<file path="config.mk">
export PLATFORM = sky130hd
export DESIGN_NAME = rename_stall_ctl
export DESIGN_NICKNAME = d
export VERILOG_FILES = /design/src/rtl/rename_stall_ctl.sv
export SDC_FILE = /design/constraint.sdc
export NUM_CORES = 1
export LEC_CHECK = 0
export BUFFER_PORTS_ARGS = -buffer_cell sky130_fd_sc_hd__buf_4
export CORE_MARGIN = 2
export CORE_UTILIZATION = 58
export CTS_CLUSTER_SIZE = 24
export DETAILED_ROUTE_END_ITERATION = 8
export HOLD_SLACK_MARGIN = 0.05
export PLACE_DENSITY_LB_ADDON = 0.1
export SYNTH_ARGS = -nofsm -noshare
export SYNTH_HDL_FRONTEND = slang
export SYNTH_SLANG_ARGS = --single-unit
</file>
<file path="constraint.sdc">
create_clock -name clk -period 13.7 [get_ports clk]
set_clock_uncertainty 0.15 [all_clocks]
set_input_delay 4.11 -clock clk [delete_from_list [all_inputs] [get_ports clk]]
set_output_delay 4.11 -clock clk [all_outputs]
set_load 0.02 [all_outputs]
</file>
<file path="src/rtl/rename_stall_ctl.sv">
module rename_stall_ctl #(
  parameter int WIDTH      = 4,
  parameter int SKID_DEPTH = 4,
  parameter int FB_DELAY   = 1,
  parameter int CNT_W      = 8,
  parameter int REG_W      = 8
) (
  input  logic                       clk,
  input  logic                       rst_n,
  input  logic [$clog2(WIDTH+1)-1:0] in_count,
  input  logic [WIDTH-1:0]           in_squashed,
  input  logic [CNT_W-1:0]           rob_free,
  input  logic [CNT_W-1:0]           iq_free,
  input  logic                       exec_stall,
  input  logic                       commit_stall,
  input  logic                       squash,
  input  logic                       rob_squashing,
  input  logic [REG_W-1:0]           free_regs,
  output logic [WIDTH-1:0]           out_mask,
  output logic                       out_from_skid,
  output logic                       stall_up,
  output logic [2:0]                 state
);
  localparam int NW  = $clog2(WIDTH + 1);
  localparam int PW  = (SKID_DEPTH > 1) ? $clog2(SKID_DEPTH) : 1;
  localparam int OW  = $clog2(SKID_DEPTH + 1);
  localparam int CW  = CNT_W + 2;
  localparam int SUB = WIDTH * FB_DELAY;

  typedef enum logic [2:0] {S_IDLE = 3'd0, S_RUN = 3'd1, S_BLK = 3'd2, S_UNBLK = 3'd3, S_SQ = 3'd4} st_t;

  st_t st, st_n;
  logic [NW-1:0]    sk_cnt [SKID_DEPTH];
  logic [WIDTH-1:0] sk_sq  [SKID_DEPTH];
  logic [PW-1:0]    rd, wr;
  logic [OW-1:0]    occ;
  logic [NW-1:0]    off, off_n, base, src_cnt;
  logic [WIDTH-1:0] src_sq;
  logic [NW:0]      avail, n;
  logic             push, pop, flush, go, push_ok, sq_any, ds_stall, src_skid;
  logic signed [CW-1:0] rob_c, iq_c, lim_s, avail_s;

  assign sq_any   = squash | rob_squashing;
  assign ds_stall = exec_stall | commit_stall;
  assign rob_c    = $signed({2'b00, rob_free}) - $signed(CW'(SUB));
  assign iq_c     = $signed({2'b00, iq_free}) - $signed(CW'(SUB));
  assign lim_s    = (rob_c < iq_c) ? rob_c : iq_c;

  assign src_skid = (st == S_UNBLK);
  assign src_cnt  = src_skid ? sk_cnt[rd] : in_count;
  assign src_sq   = src_skid ? sk_sq[rd] : in_squashed;
  assign base     = src_skid ? off : '0;
  assign avail    = {1'b0, src_cnt} - {1'b0, base};
  assign avail_s  = CW'(avail);

  always_comb begin
    st_n  = st;
    push  = 1'b0;
    pop   = 1'b0;
    flush = 1'b0;
    go    = 1'b0;
    n     = '0;
    off_n = off;
    case (st)
      S_IDLE, S_RUN, S_UNBLK: begin
        if (sq_any) begin
          flush = 1'b1;
          off_n = '0;
          st_n  = S_SQ;
        end else if (ds_stall) begin
          push = 1'b1;
          st_n = S_BLK;
        end else if (st != S_UNBLK && in_count == '0) begin
          st_n = st;
        end else if (lim_s <= 0) begin
          push = 1'b1;
          st_n = S_BLK;
        end else if (lim_s < avail_s) begin
          go    = 1'b1;
          n     = lim_s[NW:0];
          off_n = base + NW'(n);
          push  = 1'b1;
          st_n  = S_BLK;
        end else begin
          go    = 1'b1;
          n     = avail;
          off_n = '0;
          if (st == S_UNBLK) begin
            pop  = 1'b1;
            push = 1'b1;
            st_n = (occ == OW'(1) && in_count == '0) ? S_RUN : S_UNBLK;
          end else begin
            st_n = S_RUN;
          end
        end
      end
      S_BLK: begin
        push = 1'b1;
        if (sq_any) begin
          flush = 1'b1;
          off_n = '0;
          st_n  = S_SQ;
        end else if (!ds_stall && rob_c > 0 && iq_c > 0 && free_regs != '0) begin
          st_n = (occ == '0 && in_count == '0) ? S_RUN : S_UNBLK;
        end
      end
      S_SQ: begin
        flush = 1'b1;
        if (!sq_any) st_n = S_RUN;
      end
      default: st_n = S_IDLE;
    endcase
  end

  assign push_ok = push && !flush && in_count != '0 && (occ != OW'(SKID_DEPTH) || pop);

  for (genvar i = 0; i < WIDTH; i++) begin : g_slot
    assign out_mask[i] = go && ((NW+1)'(i) >= {1'b0, base}) &&
                         ((NW+1)'(i) < ({1'b0, base} + n)) && !src_sq[i];
  end

  assign out_from_skid = go && src_skid;
  assign stall_up      = (st_n == S_BLK) || (st_n == S_UNBLK);
  assign state         = st;

  always_ff @(posedge clk) begin
    if (push_ok) begin
      sk_cnt[wr] <= in_count;
      sk_sq[wr]  <= in_squashed;
    end
  end

  always_ff @(posedge clk) begin
    if (!rst_n) begin
      st  <= S_IDLE;
      off <= '0;
      rd  <= '0;
      wr  <= '0;
      occ <= '0;
    end else begin
      st  <= st_n;
      off <= off_n;
      if (flush) begin
        rd  <= '0;
        wr  <= '0;
        occ <= '0;
      end else begin
        if (push_ok) wr <= (wr == PW'(SKID_DEPTH - 1)) ? '0 : wr + 1'b1;
        if (pop)     rd <= (rd == PW'(SKID_DEPTH - 1)) ? '0 : rd + 1'b1;
        occ <= occ + OW'(push_ok) - OW'(pop);
      end
    end
  end

  AST_LIMIT_RESPECTED: assert property (@(posedge clk) disable iff (!rst_n)
    (lim_s <= 0) |-> (out_mask == '0)) else $error("limit");
  AST_PARTIAL_MEANS_BLOCK: assert property (@(posedge clk) disable iff (!rst_n)
    (go && lim_s < avail_s) |=> (state == S_BLK)) else $error("partial");
  AST_BLOCKED_QUIET: assert property (@(posedge clk) disable iff (!rst_n)
    (state == S_BLK) |-> (out_mask == '0 && !out_from_skid)) else $error("blocked");
  AST_NO_OVERFLOW: assert property (@(posedge clk) disable iff (!rst_n)
    (state == S_BLK && occ == OW'(SKID_DEPTH)) |-> (in_count == '0)) else $error("overflow");
  AST_UNBLOCK_HAS_DATA: assert property (@(posedge clk) disable iff (!rst_n)
    (state == S_UNBLK) |-> (occ != '0)) else $error("unblock empty");
  AST_SQUASH_QUIET: assert property (@(posedge clk) disable iff (!rst_n)
    (state == S_SQ) |-> (out_mask == '0 && !stall_up)) else $error("squash out");
  AST_SQUASH_EXIT: assert property (@(posedge clk) disable iff (!rst_n)
    (state == S_SQ && !sq_any) |=> (state == S_RUN)) else $error("squash exit");
  AST_SQUASH_EMPTIES: assert property (@(posedge clk) disable iff (!rst_n)
    (sq_any && state != S_SQ) |=> (occ == '0 && state == S_SQ)) else $error("squash flush");
endmodule

</file>
==> results.tsv, run 1 <==
stage	metric	value	unit
power	clock share of power	31.1	%
worst_setup_path	critical path arrival	9.24	ns
placement	Placed Instances	434	
synth	ys flop type	edfxtp_1	
power	net switching power	0.00008523	W
clock_tree	clock root buffer	clkbuf_8	
synth	Compound-Gate Fraction of Synth Area	14.55	%
worst_setup_path	critical path class	in2out	
power	peak supply drop	75.35	uV
timing	Fin. Hold Viols	0	
power	Switching Share	27.19	%
die	number of core rows	26	
timing	Peak Freq	74.05	MHz
clock_tree	Worst-Skew Late Latency	0.29	ns
cells_and_area	P&R area growth vs syn	19.77	%
synth	Post-Synthesis Net Count	393	
timing	Final Slew Violations	0	
cells_and_area	Reg area	1141	um^2
worst_setup_path	CP Launch Type	input port	
global_route	antenna violations before repair	0	
flow_run	total of max-cap violations	0	
synth	Simple-Gate Fraction of Synth Area	21.00	%
timing	final period utilization	98.57	%
route	vias per cell	5.890	
die	Die ar.	6062	um^2
min_path	Worst Hold Class	reg2reg	
synth	register area share after synthesis	36.06	%
cells_and_area	# nets final	445	
route	DR iter-0 viols	150	
clock_tree	clock tree buffer depth	2	
power	Leak	1.535	nW
die	die width	77.86	um
synth	Synth area leader	edfxtp_1	
cells_and_area	commonest cells after routing, fill and taps aside	51 x buf_4, 39 x nor2_1, 34 x nand2_1	
synth	Synth Warn #	0	
global_route	grt met2 use	41.12	%
global_route	Total GRT Usage	24.21	%
worst_setup_path	CP Max Fanout	7	
placement	Detail Placement HPWL	5.575	mm
synth	mux contribution to synthesized area	7.592	%
timing	setup ws final	0.1964	ns
global_route	GRT overflow	0	
global_route	met1 Resource Use GR	31.95	%
cells_and_area	proportion of layout cells with a drive suffix above 1	24.47	%
die	io pins	46	
die	Die Height	77.86	um
run_status	status	finished, final reports clean	
route	Routed Antenna Nets	0	
timing	Rel. slew slack	66.58	%
synth	Post-synth EDFFs	28	
synth	top-area cell type share of the netlist area	26.57	%
cells_and_area	# fillers	376	
synth	Synth Area in Adders	14.00	%
route	router iterations before antenna repair	4	
worst_setup_path	Critical Path RT	9.44	ns
synth	Unique masters post-synth	54	
cells_and_area	commonest non-fill, non-tap cell in the layout	buf_4	
clock_tree	CTS tree	yes	
clock_tree	CTS Sinks	43	
cells_and_area	Ant. Diodes	0	
global_route	number of global-route vias before repair	2415	
synth	asr flop ratio synth	0	%
power	cell-internal power	0.0002282	W
cells_and_area	Finished Cell Area	3790	um^2
clock_tree	Hold Buf Count CTS	0	
timing	Setup violations, final	0	
placement	Routability Congestion	0.9148	
synth	Gate Count Post-Synth	323	
synth	Seq cells post-synth	43	
synth	Synth Area in XOR/XNOR	3.598	%
synth	largest family of logic cells by synthesized area	simple AND/OR/NAND/NOR gates	
clock_tree	CTS Buf Count	5	
cells_and_area	area of the multi-input gates	1987	um^2
synth	Post-Syn Area	3164	um^2
die	Core Region	5172	um^2
route	# DRC	0	
die	Initial Util	61.18	%
route	via count	2627	
route	Routed WL	7.201	mm
global_route	global route hottest layer	met2	
global_route	M3 GR Usage	4.884	%
power	Seq pwr share	44.9	%
clock_tree	Worst-path clk slew	0.08	ns
timing	minimum clock period	13.50	ns
timing	slew of the pin with the lowest slew margin	0.5013	ns
placement	Placed Area	3582	um^2
placement	Placement Setup Slack	0.03973	ns
power	PwrDens	82.70	nW/um^2
global_route	largest net degree at the start of global routing	15	
route	Avg WL per Cell	16.15	um
clock_tree	CTS H-tree lvls	2	
placement	Port Buf Inserts	45	
global_route	first-pass GRT wire length	11.59	mm
cells_and_area	non-filler cells, final	446	
power	Logic pwr share	24.0	%
worst_setup_path	crit path capture type	primary output	
synth	Synth area leaders	edfxtp_1 27%, ha_1 11%, dfxtp_1 9.5%	
synth	Post-Syn Area per Cell	9.797	um^2
-- cell type report --
cell class / count / share of cell area (%)
inverter: 21 / 2.080
sequential: 43 / 30.11
timing repair buffer: 51 / 10.10
clock inverter: 3 / 1.155
multi-input combinational: 253 / 52.43
clock buffer: 5 / 1.816
tap: 70 / 2.311
-- synth_stat cells, types with 3 or more instances --
| master | number |
|---|---|
| dfxtp_1 | 15 |
| inv_1 | 20 |
| nor3_1 | 5 |
| a221oi_1 | 4 |
| o21ai_0 | 11 |
| nor2_1 | 40 |
| xor2_1 | 5 |
| nand2_1 | 34 |
| nor2b_1 | 6 |
| fa_1 | 4 |
| nor4_1 | 6 |
| clkbuf_1 | 5 |
| o21ai_1 | 3 |
| mux4_2 | 7 |
| nand3_1 | 9 |
| and2_1 | 7 |
| mux2i_1 | 6 |
| a21o_1 | 4 |
| a21oi_1 | 11 |
| edfxtp_1 | 28 |
| a221o_1 | 3 |
| or3_1 | 7 |
| nand4_1 | 5 |
| and3_1 | 5 |
| xnor2_1 | 8 |
| ha_1 | 29 |
| a211oi_1 | 3 |
-- power by group through the flow --
stage               combinational [W]  clock [W]  sequential (W)
CTS                         0.0000683  0.0000987        0.000141
detailed placement          0.0000677          0        0.000144
finish                      0.0000753  0.0000974        0.000141
global placement            0.0000660          0        0.000144
floorplan                   0.0000439          0        0.000143
global route                0.0000830   0.000104        0.000141
-- per-layer routing --
metal | share of wire (%) | up-vias
li1 | - | 1300
met2 | 51 | 55
met5 | 0 | -
met3 | 4.1 | 10
met1 | 44 | 1262
met4 | 1.2 | 0
-- timing repair --
action / CTS / global route
resized for setup: 0 / 16
endpoints found under the hold margin: 0 / 0
endpoints found under the setup margin: 0 / 4
buffers inserted: 0 / 4
-- state kept, by name, indices dropped and copies added (netlist names), named ones only --
signal / cells
sk_sq: 16
sk_cnt: 12
occ: 3
off: 3
state: 3
rd: 2
wr: 2
-- worst paths after layout --
check	start	endpoint	slack, ns	cells after the start
setup / recovery	iq_free[2]	out_mask[1]	0.20	26
hold / removal	off[2]	off[2]	0.33	2
setup reg to reg	state[1]	occ[2]	8.18	21
hold reg to reg	off[2]	off[2]	0.33	2
-- stage by stage --
step	util (%)	setup TNS, ns	hold slack [ns]	total power, W
2_1_floorplan	-	0	0.3035	0.0001873
3_3_place_gp	69.26	0	0.3157	0.0002096
3_5_place_dp	69.26	0	0.3207	0.0002114
4_1_cts	71.43	0	0.3320	0.0003077
5_1_grt	73.27	-0.2073	0.3570	0.0003283
6_report	73.27	0	0.3323	0.0003134
-- logic make-up after synthesis --
logic type / Yosys count
compound gates: 58
xor+xnor: 13
fa+ha+maj: 33
buf+inv: 27
flops: 43
mux: 15
simple gates: 134
-- critical path, cell delays in order --
cell	delay, ns
buf_4	0.14
inv_1	0.09
ha_2	0.23
nand2_1	0.08
xor2_1	0.14
ha_1	0.29
a21o_1	0.20
a2111oi_4	0.35
a2bb2oi_4	0.28
mux2i_2	0.27
ha_1	0.28
a2111o_1	0.45
nor2_1	0.13
o221ai_2	0.12
mux2_2	0.31
o21ai_2	0.08
buf_4	0.16
nor2_1	0.05
a21oi_1	0.15
nor2_2	0.07
ha_1	0.32
a211oi_2	0.24
xor2_1	0.27
o22ai_4	0.14
a21oi_1	0.16
buf_4	0.15
Note: power is estimated with default switching activity, not from simulation.
==> run 2, diff against run 1 <==
Settings changed: CORE_UTILIZATION 58 to 45, SKIP_CTS_REPAIR_TIMING from default to 1.
==> results.tsv, run 2 (same netlist as run 1, synthesis figures left out) <==
stage	metric	value	unit	change
run_status	status	finished, final reports clean		
power	Leak	1.499	nW	-2.4%
route	# DRC	0		unchanged
route	router iterations before antenna repair	4		unchanged
power	Switching Share	29.06	%	+1.9 points
timing	final period utilization	97.71	%	-0.86 points
worst_setup_path	Reg2Reg Launch Point	state[1]		
worst_setup_path	critical path arrival	9.13	ns	-0.11 ns
min_path	worst hold endpoint	off[2]		
timing	Final Slew Violations	0		unchanged
worst_setup_path	reg2reg setup slack	8.34	ns	+0.16 ns
die	io pins	46		unchanged
die	die width	87.86	um	+13%
route	via count	2536		-3.5%
power	clock share of power	28.4	%	-2.7 points
timing	Setup violations, final	0		unchanged
cells_and_area	max FFs per register	16		unchanged
worst_setup_path	reg2reg path depth	20		-4.8%
clock_tree	clock tree buffer depth	2		unchanged
global_route	largest net degree at the start of global routing	17		+2
worst_setup_path	reg2reg end	occ[1]		
die	Core Region	6794	um^2	+31%
cells_and_area	commonest non-fill, non-tap cell in the layout	buf_4		
clock_tree	CTS Buf Count	5		unchanged
worst_setup_path	CP Max Fanout	7		unchanged
clock_tree	clock root buffer	clkbuf_8		
placement	Detail Placement HPWL	5.582	mm	+0.13%
cells_and_area	# nets final	441		-0.90%
global_route	GRT overflow	0		unchanged
timing	Peak Freq	74.70	MHz	+0.88%
global_route	antenna violations before repair	0		unchanged
timing	slew of the pin with the lowest slew margin	0.4651	ns	-0.03616 ns
clock_tree	CTS H-tree lvls	2		unchanged
die	Die Height	87.86	um	+13%
cells_and_area	largest register by flop count	sk_sq		
worst_setup_path	Critical Path RT	9.44	ns	about the same
cells_and_area	Reg area	1141	um^2	unchanged
cells_and_area	proportion of layout cells with a drive suffix above 1	21.51	%	-3.0 points
power	peak supply drop	77.32	uV	+2.6%
global_route	number of global-route vias before repair	2424		+0.37%
worst_setup_path	crit path capture type	primary output		
power	Logic pwr share	23.8	%	-0.2 points
die	Initial Util	46.57	%	-15 points
min_path	Worst Hold Launch	off[2]		
worst_setup_path	critical path class	in2out		
cells_and_area	P&R area growth vs syn	18.03	%	
timing	setup TNS	0	ns	unchanged
timing	Fin. Hold Viols	0		unchanged
route	vias per cell	5.419		-8.0%
power	PwrDens	78.70	nW/um^2	-4.8%
flow_run	total of max-cap violations	0		unchanged
timing	RSZ-0062 raised after global routing	false		
power	net switching power	0.00008542	W	+0.23%
clock_tree	Worst-path clk slew	0.09	ns	about the same
cells_and_area	# fillers	635		+69%
clock_tree	Worst-Skew Late Latency	0.30	ns	about the same
cells_and_area	Largest regs	sk_sq x16, sk_cnt x12		
power	Seq pwr share	47.9	%	+3.0 points
cells_and_area	area of the multi-input gates	1947	um^2	-2.0%
cells_and_area	commonest cells after routing, fill and taps aside	47 x buf_4, 40 x nor2_1, 34 x nand2_1		
timing	WHS	0.3338	ns	+0.001484 ns
route	Routed Antenna Nets	0		unchanged
worst_setup_path	CP Launch Type	input port		
die	Die ar.	7719	um^2	+27%
timing	minimum clock period	13.39	ns	-0.1175 ns
placement	Port Buf Inserts	45		unchanged
route	Routed WL	7.004	mm	-2.7%
route	DR iter-0 viols	94		-37%
global_route	first-pass GRT wire length	11.25	mm	-2.9%
clock_tree	CTS Sinks	43		unchanged
power	cell-internal power	0.0002085	W	-8.6%
cells_and_area	Ant. Diodes	0		unchanged
min_path	hold path cells	2		unchanged
timing	Rel. slew slack	68.11	%	+1.5 points
min_path	Worst Hold Class	reg2reg		
clock_tree	CTS tree	yes		
global_route	Total GRT Usage	18.84	%	-5.4 points
route	Avg WL per Cell	14.97	um	-7.3%
die	number of core rows	30		+15%
placement	Routability Congestion	0.8379		-8.4%
-- run 2: changes by cell type in the layout (fill, tap and decap cells not counted), moves of 2 or more --
cell / change
buf_4: -4
a21oi_1: +2
a21oi_2: -2
inv_6: +2
-- run 2: worst max path at each step --
stage,startpoint,endpoint,slack (ns),cells after the start
final,rob_free[2],out_mask[0],0.31,25
after detailed placement,iq_free[2],out_mask[1],0.02,26
after global placement,rob_free[2],out_mask[1],0.1,25
after floorplan,iq_free[2],out_mask[0],0.54,23
after CTS,iq_free[2],out_mask[2],0.008,26
after global routing,rob_free[2],out_mask[1],0.03,24
-- run 2: power groups by stage --
| stage | Sequential, W | Combinational, W | Clock (W) |
|---|---|---|---|
| after floorplan | 0.000143 | 0.0000439 | 0 |
| after global placement | 0.000144 | 0.0000678 | 0 |
| after detailed placement | 0.000144 | 0.0000681 | 0 |
| after CTS | 0.000141 | 0.0000686 | 0.0000864 |
| after global routing | 0.000141 | 0.0000778 | 0.0000907 |
| final | 0.000141 | 0.0000699 | 0.0000833 |
-- run 2: critical path: stages --
cell	delay [ns]
buf_4	0.13
inv_1	0.10
ha_1	0.23
nand2_1	0.08
xnor2_1	0.13
ha_1	0.31
a21o_1	0.20
a2111oi_4	0.35
a2bb2oi_4	0.20
mux2i_2	0.26
ha_1	0.28
a2111o_1	0.43
nor2_1	0.13
o221ai_2	0.12
mux2_2	0.31
o21ai_2	0.13
nor2_1	0.07
a21oi_1	0.12
nor2_1	0.06
ha_1	0.23
fa_1	0.40
or2_2	0.31
o22ai_2	0.16
a21oi_1	0.09
buf_4	0.16
-- run 2: area by class of cell --
| type | count | area share (%) |
|---|---|---|
| Clock buffer | 5 | 1.843 |
| Clock inverter | 3 | 0.7035 |
| Inverter | 21 | 2.111 |
| Multi-Input combinational cell | 253 | 52.13 |
| Sequential cell | 43 | 30.55 |
| Tap cell | 96 | 3.216 |
| Timing Repair Buffer | 47 | 9.447 |
-- run 2: metal layers --
metal  vias up  track usage (%)  share of wire, %
met5         -                0                 0
met4         0            4.895               1.5
met3        10            2.545               2.3
met2        37            34.44                52
met1      1200            23.34                44
li1       1289                -                 -
-- run 2: metrics by stage --
step / power (W) / area (um^2) / setup WS (ns) / util, % / cells
floorplan: 0.0001873 / 3164 / 0.5449 / - / 323
global placement: 0.0002115 / 3615 / 0.09850 / 53.20 / 460
detailed placement: 0.0002118 / 3615 / 0.02241 / 53.20 / 460
CTS: 0.0002957 / 3710 / 0.008002 / 54.60 / 468
global route: 0.0003094 / 3735 / 0.02846 / 54.97 / 468
finish: 0.0002939 / 3735 / 0.3138 / 54.97 / 468
==> run 3, diff against run 2 <==
Settings changed: RECOVER_POWER from default to 25.
==> results.tsv, run 3 (same netlist as run 1, synthesis figures left out) <==
stage	metric	value	unit	change
route	WL met3	213	um	+30%
worst_setup_path	CP endpoint	out_mask[0]		
worst_setup_path	crit path capture type	primary output		
clock_tree	clock tree buffer depth	2		unchanged
power	net switching power	0.00008552	W	+0.11%
global_route	first-pass GRT wire length	11.25	mm	unchanged
die	io pins	46		unchanged
timing	WHS	0.3334	ns	-0.0004160 ns
route	router iterations before antenna repair	5		+1
worst_setup_path	CP Max Fanout	7		unchanged
worst_setup_path	Critical Path RT	9.44	ns	about the same
power	clock share of power	28.5	%	about the same
global_route	antenna violations before repair	0		unchanged
cells_and_area	Largest regs	sk_sq x16, sk_cnt x12		
die	Initial Util	46.57	%	unchanged
power	PwrDens	79.04	nW/um^2	+0.43%
placement	Placed Instances	460		unchanged
worst_setup_path	Crit. Startpoint	rob_free[2]		
power	Logic pwr share	23.5	%	-0.3 points
flow_run	total of max-cap violations	0		unchanged
power	peak supply drop	77.19	uV	-0.16%
placement	Routability Congestion	0.8379		unchanged
worst_setup_path	critical path arrival	9.12	ns	about the same
route	via count	2547		+0.43%
power	Seq pwr share	48.0	%	about the same
route	met1 wire length	3.064	mm	-0.81%
timing	setup TNS	0	ns	unchanged
placement	Detail Placement HPWL	5.582	mm	unchanged
run_status	status	finished, final reports clean		
cells_and_area	proportion of layout cells with a drive suffix above 1	19.62	%	-1.9 points
die	Core Region	6794	um^2	unchanged
cells_and_area	Finished Cell Area	3709	um^2	-0.70%
route	Met2 Wirelength	3.635	mm	-0.22%
worst_setup_path	critical path class	in2out		
die	Die ar.	7719	um^2	unchanged
clock_tree	CTS Buf Count	5		unchanged
route	Routed Antenna Nets	0		unchanged
timing	Peak Freq	74.72	MHz	about the same
power	cell-internal power	0.0002076	W	-0.43%
global_route	largest net degree at the start of global routing	17		unchanged
worst_setup_path	reg2reg end	occ[1]		
cells_and_area	# nets final	441		unchanged
route	top layer in use	met4		
global_route	GRT overflow	0		unchanged
clock_tree	CTS H-tree lvls	2		unchanged
global_route	number of global-route vias before repair	2424		unchanged
die	Die Height	87.86	um	unchanged
timing	Fin. Hold Viols	0		unchanged
timing	Setup violations, final	0		unchanged
cells_and_area	non-filler cells, final	468		unchanged
power	Leak	1.474	nW	-1.7%
min_path	Worst Hold Class	reg2reg		
placement	Port Buf Inserts	45		unchanged
route	DR iter-0 viols	117		+24%
cells_and_area	largest register by flop count	sk_sq		
timing	final period utilization	97.68	%	about the same
worst_setup_path	CP Launch Type	input port		
timing	RSZ-0062 raised after global routing	false		
timing	slew of the pin with the lowest slew margin	0.4612	ns	-0.003914 ns
route	vias per cell	5.442		+0.43%
worst_setup_path	reg2reg path depth	20		unchanged
clock_tree	CTS Sinks	43		unchanged
clock_tree	clock root buffer	clkbuf_8		
clock_tree	Worst-path clk slew	0.09	ns	about the same
timing	Rel. slew slack	68.38	%	+0.27 points
worst_setup_path	Reg2Reg Launch Point	state[1]		
worst_setup_path	reg2reg setup slack	8.35	ns	about the same
die	die width	87.86	um	unchanged
cells_and_area	Ant. Diodes	0		unchanged
route	# DRC	0		unchanged
route	Routed WL	7.021	mm	+0.24%
power	Switching Share	29.18	%	+0.11 points
cells_and_area	P&R area growth vs syn	17.20	%	
die	number of core rows	30		unchanged
route	Avg WL per Cell	15.00	um	+0.24%
timing	minimum clock period	13.38	ns	-0.003529 ns
min_path	hold path cells	2		unchanged
clock_tree	CTS tree	yes		
cells_and_area	max FFs per register	16		unchanged
timing	Final Slew Violations	0		unchanged
cells_and_area	commonest cells after routing, fill and taps aside	40 x nor2_1, 40 x buf_4, 34 x nand2_1		
placement	Placed Area	3615	um^2	unchanged
clock_tree	Worst-Skew Late Latency	0.30	ns	about the same
global_route	Total GRT Usage	18.84	%	unchanged
## run 3: critical path: stages
cell and delay (ns):
buf_4 0.13, inv_1 0.10, ha_1 0.23, nand2_1 0.08, xnor2_1 0.13, ha_1 0.31
a21o_1 0.20, a2111oi_4 0.35, a2bb2oi_4 0.20, mux2i_2 0.26, ha_1 0.28, a2111o_1 0.43
nor2_1 0.13, o221ai_2 0.12, mux2_2 0.31, o21ai_2 0.14, nor2_1 0.07, a21oi_1 0.12
nor2_1 0.06, ha_1 0.23, fa_1 0.40, or2_2 0.31, o22ai_2 0.16, a21oi_1 0.09
buf_4 0.16
## run 3: layout make-up
type,count,area (um^2)
clock buffers,5,68.82
clock inverters,3,26.28
fillers,646,3085
inverters,21,78.83
multi-input cells,253,1947
flip-flops and latches,43,1141
well taps,96,120.1
repair buffers,47,326.6
## run 3: worst min path at each step
stage           start  endpoint  slack (ns)
4_1_cts        off[2]    off[2]        0.34
3_3_place_gp   off[2]    off[2]        0.32
5_1_grt        off[2]    off[2]        0.36
6_report       off[2]    off[2]        0.33
2_1_floorplan  off[2]    off[2]        0.30
3_5_place_dp   off[2]    off[2]        0.32
## run 3: power groups by stage
| stage | combinational, W | clock [W] | sequential, W |
|---|---|---|---|
| floorplan | 0.0000439 | 0 | 0.000143 |
| global placement | 0.0000678 | 0 | 0.000144 |
| detailed placement | 0.0000681 | 0 | 0.000144 |
| CTS | 0.0000686 | 0.0000864 | 0.000141 |
| global route | 0.0000768 | 0.0000907 | 0.000141 |
| finish | 0.0000690 | 0.0000834 | 0.000141 |
## run 3: metrics by stage
stage	worst slack [ns]	utilization, %	total power, W
after floorplan	0.5449	-	0.0001873
after global placement	0.09850	53.20	0.0002115
after detailed placement	0.02241	53.20	0.0002118
after CTS	0.008002	54.60	0.0002957
after global routing	0.02846	54.59	0.0003085
final	0.3173	54.59	0.0002931
## run 3: per-layer routing
metal	global-route usage [%]	vias to the layer above
li1	-	1290
met1	23.34	1205
met2	34.44	42
met3	2.545	10
met4	4.895	0
met5	0	-
